<file path="config.mk">
export PLATFORM = sky130hd
export DESIGN_NAME = clkgate_ctrl
export DESIGN_NICKNAME = d
export VERILOG_FILES = /design/src/rtl/clkgate_pkg.sv /design/src/rtl/clkgate_leaf_fsm.sv /design/src/rtl/clkgate_branch_sum.sv /design/src/rtl/clkgate_regfile.sv /design/src/rtl/clkgate_ctrl.sv
export SDC_FILE = /design/constraint.sdc
export NUM_CORES = 1
export LEC_CHECK = 0
export BUFFER_PORTS_ARGS = -buffer_cell sky130_fd_sc_hd__buf_2
export CAP_MARGIN = 10
export CORE_AREA = 2 2 147 149
export CTS_CLUSTER_SIZE = 24
export DETAILED_ROUTE_END_ITERATION = 12
export DIE_AREA = 0 0 149 151
export GPL_TIMING_DRIVEN = 0
export PLACE_DENSITY = 0.6
export SYNTH_ARGS = -nofsm -noshare
export SYNTH_HDL_FRONTEND = slang
export SYNTH_SLANG_ARGS = --single-unit
</file>
<file path="constraint.sdc">
create_clock -name clk -period 5.75 [get_ports clk]
set_input_delay 1.15 -clock clk [delete_from_list [all_inputs] [get_ports clk]]
set_output_delay 1.15 -clock clk [all_outputs]
set_load 0.02 [all_outputs]
</file>
<file path="src/rtl/clkgate_pkg.sv">
package clkgate_pkg;

  typedef enum logic [1:0] {
    LS_RUN    = 2'b00,
    LS_WAIT   = 2'b01,
    LS_SLEEP0 = 2'b10,
    LS_SLEEP1 = 2'b11
  } leaf_state_e;

  typedef struct packed {
    logic enrolled;
    logic run_en;
  } leaf_cfg_t;

  localparam int unsigned PD_ADDR     = 32'h000;
  localparam int unsigned BRANCH_ADDR = 32'h004;
  localparam int unsigned LEAF_BASE   = 32'h100;
  localparam int unsigned LEAF_STRIDE = 8;

endpackage

</file>
<file path="src/rtl/clkgate_leaf_fsm.sv">
module clkgate_leaf_fsm
  import clkgate_pkg::*;
(
  input  logic        clk,
  input  logic        rst_n,
  input  logic        sleep_req,
  input  logic        gnt,
  output logic        clk_en,
  output logic        req,
  output leaf_state_e state
);

  leaf_state_e nxt;

  always_comb begin
    nxt = state;
    unique case (state)
      LS_RUN:    if (sleep_req) nxt = LS_WAIT;
      LS_WAIT:   if (!sleep_req) nxt = LS_RUN;
                 else if (gnt)   nxt = LS_SLEEP0;
      LS_SLEEP0: nxt = sleep_req ? LS_SLEEP1 : LS_RUN;
      LS_SLEEP1: if (!sleep_req) nxt = LS_RUN;
      default:   nxt = LS_RUN;
    endcase
  end

  // Outputs come straight from flops so the gating cell sees clean levels.
  always_ff @(posedge clk or negedge rst_n) begin
    if (!rst_n) begin
      state  <= LS_RUN;
      clk_en <= 1'b1;
      req    <= 1'b0;
    end else begin
      state  <= nxt;
      clk_en <= !(nxt == LS_SLEEP0 || nxt == LS_SLEEP1);
      req    <= (nxt == LS_WAIT || nxt == LS_SLEEP0);
    end
  end

  a_r3_request_before_gate: assert property (@(posedge clk) disable iff (!rst_n)
    (state == LS_RUN && sleep_req) |=> (state == LS_WAIT && req && clk_en));

  a_r4_grant_gates: assert property (@(posedge clk) disable iff (!rst_n)
    (state == LS_WAIT && sleep_req && gnt) |=> (state == LS_SLEEP0 && !clk_en && req));

  a_r5_release_request: assert property (@(posedge clk) disable iff (!rst_n)
    (state == LS_SLEEP0 && sleep_req) |=> (state == LS_SLEEP1 && !req && !clk_en));

  a_r6_fast_wake: assert property (@(posedge clk) disable iff (!rst_n)
    ((state == LS_SLEEP0 || state == LS_SLEEP1) && !sleep_req) |=> (clk_en && state == LS_RUN));

  a_r7_gate_needs_grant: assert property (@(posedge clk) disable iff (!rst_n)
    $fell(clk_en) |-> ($past(gnt) && $past(state == LS_WAIT)));

endmodule

</file>
<file path="src/rtl/clkgate_branch_sum.sv">
module clkgate_branch_sum
  import clkgate_pkg::*;
#(
  parameter int N_BRANCH    = 13,
  parameter int LEAF_PER_BR = 2,
  localparam int NUM_LEAF   = N_BRANCH * LEAF_PER_BR
) (
  input  logic [NUM_LEAF-1:0][1:0] state_vec,
  output logic [N_BRANCH-1:0]      active
);

  for (genvar b = 0; b < N_BRANCH; b++) begin : g_br
    always_comb begin
      active[b] = 1'b0;
      for (int j = 0; j < LEAF_PER_BR; j++) begin
        if (state_vec[b*LEAF_PER_BR + j] != LS_SLEEP1) active[b] = 1'b1;
      end
    end
  end

endmodule

</file>
<file path="src/rtl/clkgate_regfile.sv">
module clkgate_regfile
  import clkgate_pkg::*;
#(
  parameter int N_BRANCH    = 13,
  parameter int LEAF_PER_BR = 2,
  parameter int ADDR_W      = 12,
  parameter int DATA_W      = 32,
  localparam int NUM_LEAF   = N_BRANCH * LEAF_PER_BR,
  localparam int IDX_W      = (NUM_LEAF > 1) ? $clog2(NUM_LEAF) : 1
) (
  input  logic                     clk,
  input  logic                     rst_n,
  input  logic [ADDR_W-1:0]        reg_addr,
  input  logic                     reg_wen,
  input  logic [DATA_W-1:0]        reg_wdata,
  output logic [DATA_W-1:0]        reg_rdata,
  input  logic [NUM_LEAF-1:0][1:0] state_vec,
  input  logic [N_BRANCH-1:0]      branch_active,
  output logic                     pd,
  output leaf_cfg_t [NUM_LEAF-1:0] cfg
);

  localparam int unsigned LEAF_END = LEAF_BASE + LEAF_STRIDE * NUM_LEAF;

  int unsigned a_int;
  logic        aligned;
  logic        hit_pd;
  logic        hit_br;
  logic        hit_leaf;
  logic        sel_stat;
  logic [IDX_W-1:0] idx;
  logic        unused_wdata;

  assign unused_wdata = ^reg_wdata[DATA_W-1:2];

  always_comb begin
    a_int    = 32'(reg_addr);
    aligned  = (reg_addr[1:0] == 2'b00);
    hit_pd   = aligned && (a_int == PD_ADDR);
    hit_br   = aligned && (a_int == BRANCH_ADDR);
    hit_leaf = aligned && (a_int >= LEAF_BASE) && (a_int < LEAF_END);
    sel_stat = reg_addr[2];
    idx      = IDX_W'((a_int - LEAF_BASE) / LEAF_STRIDE);
  end

  always_ff @(posedge clk or negedge rst_n) begin
    if (!rst_n) begin
      pd <= 1'b0;
      for (int i = 0; i < NUM_LEAF; i++) cfg[i] <= '{enrolled: 1'b0, run_en: 1'b1};
    end else if (reg_wen) begin
      if (hit_pd) pd <= reg_wdata[0];
      if (hit_leaf && !sel_stat) cfg[idx] <= leaf_cfg_t'(reg_wdata[1:0]);
    end
  end

  always_comb begin
    reg_rdata = '0;
    if (hit_pd)                    reg_rdata = DATA_W'(pd);
    else if (hit_br)               reg_rdata = DATA_W'(branch_active);
    else if (hit_leaf && sel_stat) reg_rdata = DATA_W'({state_vec[idx], cfg[idx]});
    else if (hit_leaf)             reg_rdata = DATA_W'(cfg[idx]);
  end

  a_r10_status_write_ignored: assert property (@(posedge clk) disable iff (!rst_n)
    (reg_wen && hit_leaf && sel_stat) |=> ($stable(cfg) && $stable(pd)));

  a_r10_branch_write_ignored: assert property (@(posedge clk) disable iff (!rst_n)
    (reg_wen && hit_br) |=> ($stable(cfg) && $stable(pd)));

endmodule

</file>
<file path="src/rtl/clkgate_ctrl.sv">
module clkgate_ctrl
  import clkgate_pkg::*;
#(
  parameter int N_BRANCH    = 13,
  parameter int LEAF_PER_BR = 2,
  parameter int ADDR_W      = 12,
  parameter int DATA_W      = 32,
  localparam int NUM_LEAF   = N_BRANCH * LEAF_PER_BR
) (
  input  logic                clk,
  input  logic                rst_n,
  input  logic [ADDR_W-1:0]   reg_addr,
  input  logic                reg_wen,
  input  logic [DATA_W-1:0]   reg_wdata,
  output logic [DATA_W-1:0]   reg_rdata,
  input  logic [NUM_LEAF-1:0] bus_gnt,
  output logic [NUM_LEAF-1:0] bus_req,
  output logic [NUM_LEAF-1:0] leaf_clk_en,
  output logic [N_BRANCH-1:0] branch_active
);

  logic                     pd;
  leaf_cfg_t [NUM_LEAF-1:0] cfg;
  logic [NUM_LEAF-1:0][1:0] state_vec;
  logic [NUM_LEAF-1:0]      sleep_req;

  clkgate_regfile #(
    .N_BRANCH(N_BRANCH), .LEAF_PER_BR(LEAF_PER_BR), .ADDR_W(ADDR_W), .DATA_W(DATA_W)
  ) i_regs (
    .clk(clk), .rst_n(rst_n),
    .reg_addr(reg_addr), .reg_wen(reg_wen), .reg_wdata(reg_wdata), .reg_rdata(reg_rdata),
    .state_vec(state_vec), .branch_active(branch_active),
    .pd(pd), .cfg(cfg)
  );

  for (genvar i = 0; i < NUM_LEAF; i++) begin : g_leaf
    leaf_state_e st;

    // Enrolled leaves track the shared power-down bit; others their own enable.
    assign sleep_req[i] = cfg[i].enrolled ? pd : !cfg[i].run_en;
    assign state_vec[i] = st;

    clkgate_leaf_fsm i_fsm (
      .clk(clk), .rst_n(rst_n),
      .sleep_req(sleep_req[i]), .gnt(bus_gnt[i]),
      .clk_en(leaf_clk_en[i]), .req(bus_req[i]), .state(st)
    );
  end

  clkgate_branch_sum #(.N_BRANCH(N_BRANCH), .LEAF_PER_BR(LEAF_PER_BR)) i_sum (
    .state_vec(state_vec), .active(branch_active)
  );

  for (genvar b = 0; b < N_BRANCH; b++) begin : g_chk
    a_r9_branch_low_all_quiet: assert property (@(posedge clk) disable iff (!rst_n)
      !branch_active[b] |->
        (leaf_clk_en[b*LEAF_PER_BR +: LEAF_PER_BR] == '0) &&
        (bus_req[b*LEAF_PER_BR +: LEAF_PER_BR] == '0));
  end

  a_r8_pd_write_reaches_enrolled: assert property (@(posedge clk) disable iff (!rst_n)
    (reg_wen && reg_addr == ADDR_W'(PD_ADDR) && reg_wdata[0]) |=> pd);

endmodule

</file>
# --- Word level (Yosys, flattened, before mapping) ---
# Cells that the tools add are included.
totals:
  register_bits: 157
  elab_cells: 680
  input_bits: 73
  output_inout_bits: 97
classes:
  mux: 219
  add_sub_neg: 1
  n_eq_ne: 183
  n_lt_le_gt_ge: 4
  n_reduce_logical: 142
ops:
  columns: ["cell", "n"]
  rows:
  - ["$mux 2", 134]
  - ["$eq 2x2->1 const B", 104]
  - ["$pmux 2 s4", 26]
  - ["$eq 2x1->1 const B", 52]
  - ["$mux 32", 3]
  - ["$logic_not 2->1", 27]
  - ["$logic_not 1->1", 53]
  - ["$bwmux 52", 1]
  - ["$logic_or 1x1->1", 52]
  - ["$mux 1", 52]
  - ["$ne 2x2->1 const B", 26]
  - ["$bmux 2 s5", 2]
  - ["$eq 12x3->1 const B", 1]
  - ["$ge 12x9->1 const B", 1]
  - ["$logic_not 12->1", 1]
  - ["$lt 12x9->1 const B", 1]
  - ["$demux 2 s5", 1]
  - ["$sub 8x1->8 const B", 1]
  - ["$logic_and 1x1->1", 7]
  - ["$lt 5x6->1 const B", 1]
  - ["$ge 5x1->1 const B", 1]
  - ["$reduce_and 2->1", 2]

# --- Depth between registers and ports, before layout ---
# Gate-level depths: netlist (run 1).
logic_depth:
  ltp_word: 7
  mapped_depth: 8
  depth_no_buf: 6

# --- By module ---
# Synthesis (run 1) repeated with hierarchy kept, for this count alone.
hier_totals:
  cells_unflattened: 706
  area_unflattened_um2: 8227.9
modules_own_cells:
  columns: ["mod", "cells_per_inst", "area_each_um2", "seq_area_each_um2", "n_inst"]
  rows:
  - ["clkgate_leaf_fsm", 13, 161.4, 101.3, 26]
  - ["clkgate_regfile", 324, 3653.5, 1358.8, 1]
  - ["clkgate_ctrl", 31, 296.5, 0.0, 1]
  - ["clkgate_branch_sum", 13, 81.3, 0.0, 1]

# --- Least setup slack after synthesis (run 1) ---
# Ideal clock, no wire load.
synth_timing:
  kind: "input port to output port"
  startpoint: "in reg_addr[4]"
  endpoint: "out reg_rdata[1]"
  required_time_ps: 4600
  arrival_ps: 2924
  cell_stages: 6
  setup_slack_ps: 1676
  path_buffers: 3
  path_cell_list: "buf_2 buf_1 clkbuf_1 mux4_2 o22ai_1 o31ai_1"
synth_via:
  elab_chain_cells: 7
  word_cells_on_any_way: 16
  cone_classes: "1 x add/sub; 2 x order compare; 1 x eq/ne; 6 x mux; 6 x reduce/logical"
synth_lines:
  columns: ["item", "line_no", "source"]
  rows:
  - ["start: declaration", "clkgate_ctrl.sv:12", "input logic [ADDR_W-1:0] reg_addr,"]
  - ["$sub 8x1->8 or $ge 12x9->1 (tied branches)", "clkgate_regfile.sv:43, clkgate_regfile.sv:41", null]
  - ["$bmux 2 s5 or $logic_and 1x1->1 (tied branches)", "clkgate_regfile.sv:60, clkgate_regfile.sv:61, clkgate_regfile.sv:41", null]
  - ["$mux 2 (not written as such) or $logic_and 1x1->1 (tied branches)", "clkgate_regfile.sv:60, clkgate_regfile.sv:61, clkgate_regfile.sv:41", null]
  - ["$mux 2 or $logic_and 1x1->1 (tied branches)", "clkgate_regfile.sv:61, clkgate_regfile.sv:60", null]
  - ["$mux 32", "clkgate_regfile.sv:60", "else if (hit_leaf && sel_stat) reg_rdata = DATA_W'({state_vec[idx], cfg[idx]});"]
  - ["$mux 32", "clkgate_regfile.sv:59", "else if (hit_br) reg_rdata = DATA_W'(branch_active);"]
  - ["$mux 32 (*)", "clkgate_regfile.sv:58", "if (hit_pd) reg_rdata = DATA_W'(pd);"]
  - ["end: declaration", "clkgate_ctrl.sv:15", "output logic [DATA_W-1:0] reg_rdata,"]
# Mark *: on every way between the ends. The rest lies on a longest branch, timed or not. The select of a mux whose other input is x is not followed.

# --- Worst setup path after layout (run 1) ---
layout_timing:
  startpoint: "in reg_addr[5]"
  endpoint: "out reg_rdata[0]"
# Same word-level chain as after synthesis.

==> results of run 1 <==
[cell usage after synthesis, types with 2 or more instances]
cell type  instances
dfrtp_1          105
o22ai_1            7
nand3b_1           2
nor4_1             4
a22o_1             3
or3b_2             2
inv_1             53
nor2_1            37
or4_4              7
nand2b_1           3
mux2i_1           13
nor3_1            13
dfstp_2           52
nand4_1           14
buf_2              6
mux2_2            44
clkbuf_1          19
a21oi_1           31
nor2b_1           28
and3_1             9
nor3b_1            2
mux4_2            19
ha_1              48
o21ai_0           52
buf_4             71
o221ai_1           2
mux2_4            12
or3_1              3
nand2_1           57
a31oi_1            2
[worst paths after layout]
check | from | cells past startpoint | to | slack (ns)
min in group asynchronous | rst_n | 1 | g_leaf[23].i_fsm.state[0]$_DFF_PN0_ | 0.65
worst max register to register | i_regs.pd$_DFFE_PN0P_ | 7 | g_leaf[19].i_fsm.req$_DFF_PN0_ | 3.51
worst min register to register | g_leaf[18].i_fsm.state[1]$_DFF_PN0_ | 1 | g_leaf[18].i_fsm.req$_DFF_PN0_ | 0.52
worst min-delay path | g_leaf[18].i_fsm.state[1]$_DFF_PN0_ | 1 | g_leaf[18].i_fsm.req$_DFF_PN0_ | 0.52
max in group asynchronous | rst_n | 2 | i_regs.cfg[10]$_DFFE_PN1P_ | 4.25
worst max-delay path | reg_addr[5] | 8 | reg_rdata[0] | 0.68
[stage by stage]
stage / utilization / cell area (sq um)
after floorplan: - / 8290
after global placement: 0.443 / 9230
after detailed placement: 0.445 / 9270
after CTS: 0.476 / 9910
after global routing: 0.476 / 9910
final: 0.476 / 9910
[worst max-delay path, delay by kind of cell]
family	cells	cell delay [ns]
buf+inv	5	1.41
simple gates	2	1.09
compound gates	1	0.26
[per-layer routing]
layer,share of wire,up-vias,global-route usage,wire length [um]
met2,0.47,219,0.291,9400
met4,0.022,0,0.0705,435
met5,0,-,0,0
met1,0.44,2857,0.240,8690
li1,-,2748,-,-
met3,0.064,30,0.0383,1260
[cell families after synthesis]
group,count (synthesis),share of synthesized area
other,1,0.000456
adder cells (fa/ha/maj),48,0.0730
buffers and inverters,150,0.102
multiplexers,88,0.150
AO/OA/AOI/OAI,104,0.0698
AND/OR/NAND/NOR,186,0.119
flip-flops,157,0.486
[cell type report]
cell class              count  area [sq um]
repair buffers            119           628
fillers                  1936         10900
multi-input cells         445          3460
flip-flops and latches    157          3990
plain buffers              97           638
inverters                  53           199
clock buffers              19           453
clock inverters            13           189
well taps                 275           344
[sequential cells by signal, indices dropped and copies added, names as in the netlist]
signal and flops:
g_leaf.i_fsm.clk_en 26, i_regs.pd 1, g_leaf.i_fsm.req 26, g_leaf.i_fsm.state 52, i_regs.cfg 52
[power groups by stage]
stage	sequential, mW	combinational (mW)	clock, mW
6_report	1.14	0.208	1.23
5_1_grt	1.14	0.230	1.30
4_1_cts	1.14	0.211	1.25
3_5_place_dp	1.16	0.210	0
3_3_place_gp	1.16	0.205	0
2_1_floorplan	1.15	0.122	0
==> metrics.csv, run 1 <==
metric,value,unit
grt ovf,0,
ratio of cells with drive above 1 in the final layout,0.408,
Final setup viols,0,
outcome,completed,
worst path cell trace,"buf_2, clkbuf_1, or3_1, clkbuf_1, nor4_1, clkbuf_1, a22o_1, buf_2",
max incr delay on CP,0.69,ns
Internal,1.95,mW
Clock Path Buffers,2,
number of synthesized flops with an enable pin,0,
cts hold-fix bufs,0,
Crit. End Element,output pin,
top_reg_cell synth,dfrtp_1,
Fmax,197,MHz
PnR worst setup slack,0.681,ns
Final #Nets,1011,
routed wire length,19.8,mm
die height,151,um
Reg power frac,0.441,
Vias/cell,4.97,
Overall Global Routing Usage,0.181,
syn avg cell area,11.2,sq um
PortBufs,118,
most frequent CP cell,clkbuf_1,
most frequent cells in the layout,"buf_2, dfrtp_1, buf_4",
first-pass GRT wire length,30.4,mm
Worst-Margin Slew,0.777,ns
setup TNS,0,ns
HP Class,reg -> reg,
"Slew Viols, Final",0,
GP Congestion,0.872,
Clock transition at path regs,0.06,ns
"antenna viol nets, final",0,
synthesized area,8230,sq um
DRT Pass-1 Iters,5,
FP Rows,53,
Max-slew headroom,0.477,
worst path required time,4.60,ns
post_cts resized,0,
RSZ-0062 raised after global routing,false,
Cell variety after synth,44,
H-tree depth,4,
Seq cells post-synth,157,
core area,20800,sq um
n_diodes,0,
VDD IR max,0.203,mV
# DRC,0,
DP Wirelength,14.2,mm
Setup CP Type,in -> out,
"top cells by area, synth","dfrtp_1, dfstp_2, ha_1",
"most common cell after layout, fill and taps aside",buf_2,
yosys warns,0,
total CTS buffers,17,
Mapped Cells,734,
antenna violations before repair,0,
CP startpoint kind,input port,
Die ar.,22500,sq um
pin count of the biggest net entering global routing,98,
"critical path fanouts, max",10,
vias in the first global route,5648,
Via Count,5854,
I/O pin count,170,
Inst Count DP,1146,
number of DRC markers in iteration 0,370,
Setup WS pre-CTS,0.703,ns
max-cap violations,0,
fin crit period,5.07,ns
WL per Instance,16.8,um
top cell type's share of synthesized area,0.319,
TritonCTS clock tree,yes,
NetSw,0.622,mW
clk_lat worst skew,0.43,ns
Lkg Pwr,4.89,nW
Non-Filler Instances,1178,
total power,2.58,mW
Layout Skew,0.00534,ns
TritonCTS Sinks,157,
Switching Share,0.241,
clock share of power,0.478,
Synth area leader,dfrtp_1,
share of synthesized flip-flops with an asynchronous set or reset,1.00,
register area share after synthesis,0.486,
WHS,0.523,ns
CP max-delay cell,nor4_1,
Die X,149,um
Initial Util,0.395,
CTS Root Cell,clkbuf_16,
PD cells,260,nW/um^2
area growth from synthesis to layout,20.4,%
final period utilization,0.882,
Post-CTS Setup Bufs,0,
CP arrival,3.92,ns
final hold viol count,0,
Gate power share,0.081,
No activity file was read; power rests on OpenSTA's default activity.
==> run 2, diff against run 1 <==
- SYNTH_HIERARCHICAL: unset -> 1
==> metrics.csv, run 2 <==
metric,value,unit,change
outcome,completed,,unchanged
Post-Synth XOR/XNOR Area,0,,unchanged
clk_lat worst skew,0.42,ns,was 0.43 ns
WL per Instance,18.2,um,was 16.8 um
register area share after synthesis,0.485,,was 0.486
gr busiest metal,met2,,unchanged
met2 usage,0.304,,was 0.291
Synth area leader,dfrtp_1,,unchanged
CP arrival,3.49,ns,was 3.92 ns
DRT Pass-1 Iters,5,,unchanged
Clock transition at path regs,0.06,ns,about the same
Seq cells post-synth,157,,unchanged
GR Util met1,0.258,,was 0.240
first-pass GRT wire length,32.1,mm,was 30.4 mm
hold path cells,1,,unchanged
vias in the first global route,5690,,was 5648
fin crit period,4.64,ns,was 5.07 ns
worst path required time,4.60,ns,about the same
# DRC,0,,unchanged
routed wire length,20.9,mm,was 19.8 mm
multiplexer share of the synthesized area,0.171,,was 0.150
top_reg_cell synth,dfrtp_1,,unchanged
H-tree depth,4,,unchanged
most frequent cells in the layout,"buf_2, dfrtp_1, mux2i_1",,"was buf_2, dfrtp_1, buf_4"
synthesized area,8230,sq um,about the same
Lkg Pwr,4.78,nW,was 4.89 nW
cts hold-fix bufs,0,,unchanged
Vias/cell,5.16,,was 4.97
setup TNS,0,ns,unchanged
DP Wirelength,15.3,mm,was 14.2 mm
met3 Resource Use GR,0.0473,,was 0.0383
Post-DP Area,9260,sq um,was 9270 sq um
Setup CP Type,in -> out,,unchanged
CP max-delay cell,nor4b_1,,was nor4_1
"most common cell after layout, fill and taps aside",buf_2,,unchanged
Clock Path Buffers,2,,unchanged
top cell type's share of synthesized area,0.319,,about the same
Worst-Margin Slew,0.799,ns,was 0.777 ns
CP Depth,7,,was 8
cell family with most CP delay,simple AND/OR/NAND/NOR gates,,was buffers and inverters
CTS Root Cell,clkbuf_16,,unchanged
Mapped Cells,706,,was 734
core area,20800,sq um,unchanged
Crit. End Element,output pin,,unchanged
VDD IR max,0.187,mV,was 0.203 mV
"Slew Viols, Final",0,,unchanged
CP Buf/Inv Count,3,,was 5
GP Congestion,0.999,,was 0.872
Final #Nets,986,,was 1011
Fmax,216,MHz,was 197 MHz
PD cells,251,nW/um^2,was 260 nW/um^2
post-synthesis simple-gate area fraction,0.130,,was 0.119
post_cts resized,0,,unchanged
"antenna viol nets, final",0,,unchanged
syn avg cell area,11.7,sq um,was 11.2 sq um
pin count of the biggest net entering global routing,85,,was 98
FP Rows,53,,unchanged
Final setup viols,0,,unchanged
die height,151,um,unchanged
HP Class,reg -> reg,,unchanged
area growth from synthesis to layout,19.7,%,was 20.4%
largest registers,"g_leaf.i_fsm/state x52, i_regs/cfg x52",,"was g_leaf.i_fsm.state x52, i_regs.cfg x52"
final period utilization,0.806,,was 0.882
most frequent CP cell,buf_2,,was clkbuf_1
final core occ,0.473,,was 0.476
Via Count,5929,,was 5854
Max-slew headroom,0.460,,was 0.477
"top cells by area, synth","dfrtp_1, dfstp_2, mux2_2",,"was dfrtp_1, dfstp_2, ha_1"
share of synthesized flip-flops with an asynchronous set or reset,1.00,,unchanged
most frequent cell after synthesis,dfrtp_1,,unchanged
total CTS buffers,17,,unchanged
Overall Global Routing Usage,0.190,,was 0.181
worst path cell trace,"buf_2, nor2_1, nor4b_1, and3_1, clkbuf_2, o2bb2ai_1, buf_2",,"was buf_2, clkbuf_1, or3_1, clkbuf_1, nor4_1, clkbuf_1, a22o_1, buf_2"
Die X,149,um,unchanged
PortBufs,117,,was 118
Cell variety after synth,47,,was 44
number of DRC markers in iteration 0,376,,was 370
Post-CTS Setup Bufs,0,,unchanged
number of synthesized flops with an enable pin,0,,unchanged
Synth Area in Adders,0.0791,,was 0.0730
Synth Area in Compound Gates,0.0876,,was 0.0698
CP startpoint kind,input port,,unchanged
fillers,1956,,was 1936
main combinational cell family by area after synthesis,multiplexers,,unchanged
yosys warns,6,,was 0
Inst Count DP,1117,,was 1146
Die ar.,22500,sq um,unchanged
max incr delay on CP,0.66,ns,was 0.69 ns
I/O pin count,170,,unchanged
commonest cells in the netlist,"dfrtp_1, mux2i_1, mux2_2",,"was dfrtp_1, buf_4, nand2_1"
final hold viol count,0,,unchanged
max-cap violations,0,,unchanged
antenna violations before repair,0,,unchanged
total power,2.47,mW,was 2.58 mW
TritonCTS clock tree,yes,,unchanged
TritonCTS Sinks,157,,unchanged
Initial Util,0.395,,about the same
FF-to-FF path depth,6,,was 7
final instance area,9850,sq um,was 9910 sq um
Non-Filler Instances,1150,,was 1178
"critical path fanouts, max",10,,unchanged
RSZ-0062 raised after global routing,false,,unchanged
grt ovf,0,,unchanged
Layout Skew,0.00682,ns,was 0.00534 ns
ratio of cells with drive above 1 in the final layout,0.355,,was 0.408
## run 2: path summary, 6_finish.rpt
kind,slack (ns),to,startpoint
hold / removal,0.56,i_regs/cfg[25]$_DFFE_PN0P_,i_regs/cfg[25]$_DFFE_PN0P_
setup / recovery,1.11,reg_rdata[2],reg_addr[10]
hold reg to reg,0.56,i_regs/cfg[25]$_DFFE_PN0P_,i_regs/cfg[25]$_DFFE_PN0P_
setup reg to reg,3.91,g_leaf[18].i_fsm/req$_DFF_PN0_,i_regs/pd$_DFFE_PN0P_
max in group asynchronous,4.18,g_leaf[2].i_fsm/clk_en$_DFF_PN1_,rst_n
min in group asynchronous,0.69,g_leaf[0].i_fsm/req$_DFF_PN0_,rst_n
## run 2: worst register-to-register path, delay by kind of cell (launching register included)
family                     cells  cell delay, ns
and+or+nand+nor                1            0.31
DFF                            1            0.49
adders and majority gates      1            0.28
buffers and inverters          3            0.41
muxes                          1            0.29
## run 2: layer usage
layer / wire [um] / vias up
li1: - / 2823
met1: 9470 / 2870
met2: 9700 / 211
met3: 1430 / 25
met4: 319 / 0
met5: 0 / -
## run 2: cells by family after synthesis
group	after synthesis
compound gates	114
fa+ha+maj	52
buf+inv	73
flops	157
mux	129
other cells	1
simple gates	180
## run 2: cell type report
class                   count  area, sq um  area share
flip-flops and latches    157         3990       0.405
well taps                 275          344      0.0349
multi-input cells         494         3920       0.398
diodes                      1         2.50    0.000254
inverters                  29          109      0.0111
repair buffers            118          623      0.0633
clock inverters            10          141      0.0144
clock buffers              22          444      0.0451
plain buffers              44          272      0.0276
## run 2: through the flow
step | hold WS [ns] | setup WS (ns)
after floorplan | 0.519 | 1.89
after global placement | 0.538 | 1.07
after detailed placement | 0.549 | 1.15
after CTS | 0.563 | 1.14
after global routing | 0.581 | 0.972
final | 0.560 | 1.11
## run 2: report_power, final
group / leakage [nW] / switching, mW / total (mW) / internal [mW]
logic: 2.78 / 0.142 / 0.210 / 0.0681
registers: 1.73 / 0.00997 / 1.14 / 1.13
clock network: 0.267 / 0.443 / 1.13 / 0.683
total: 4.78 / 0.595 / 2.47 / 1.88
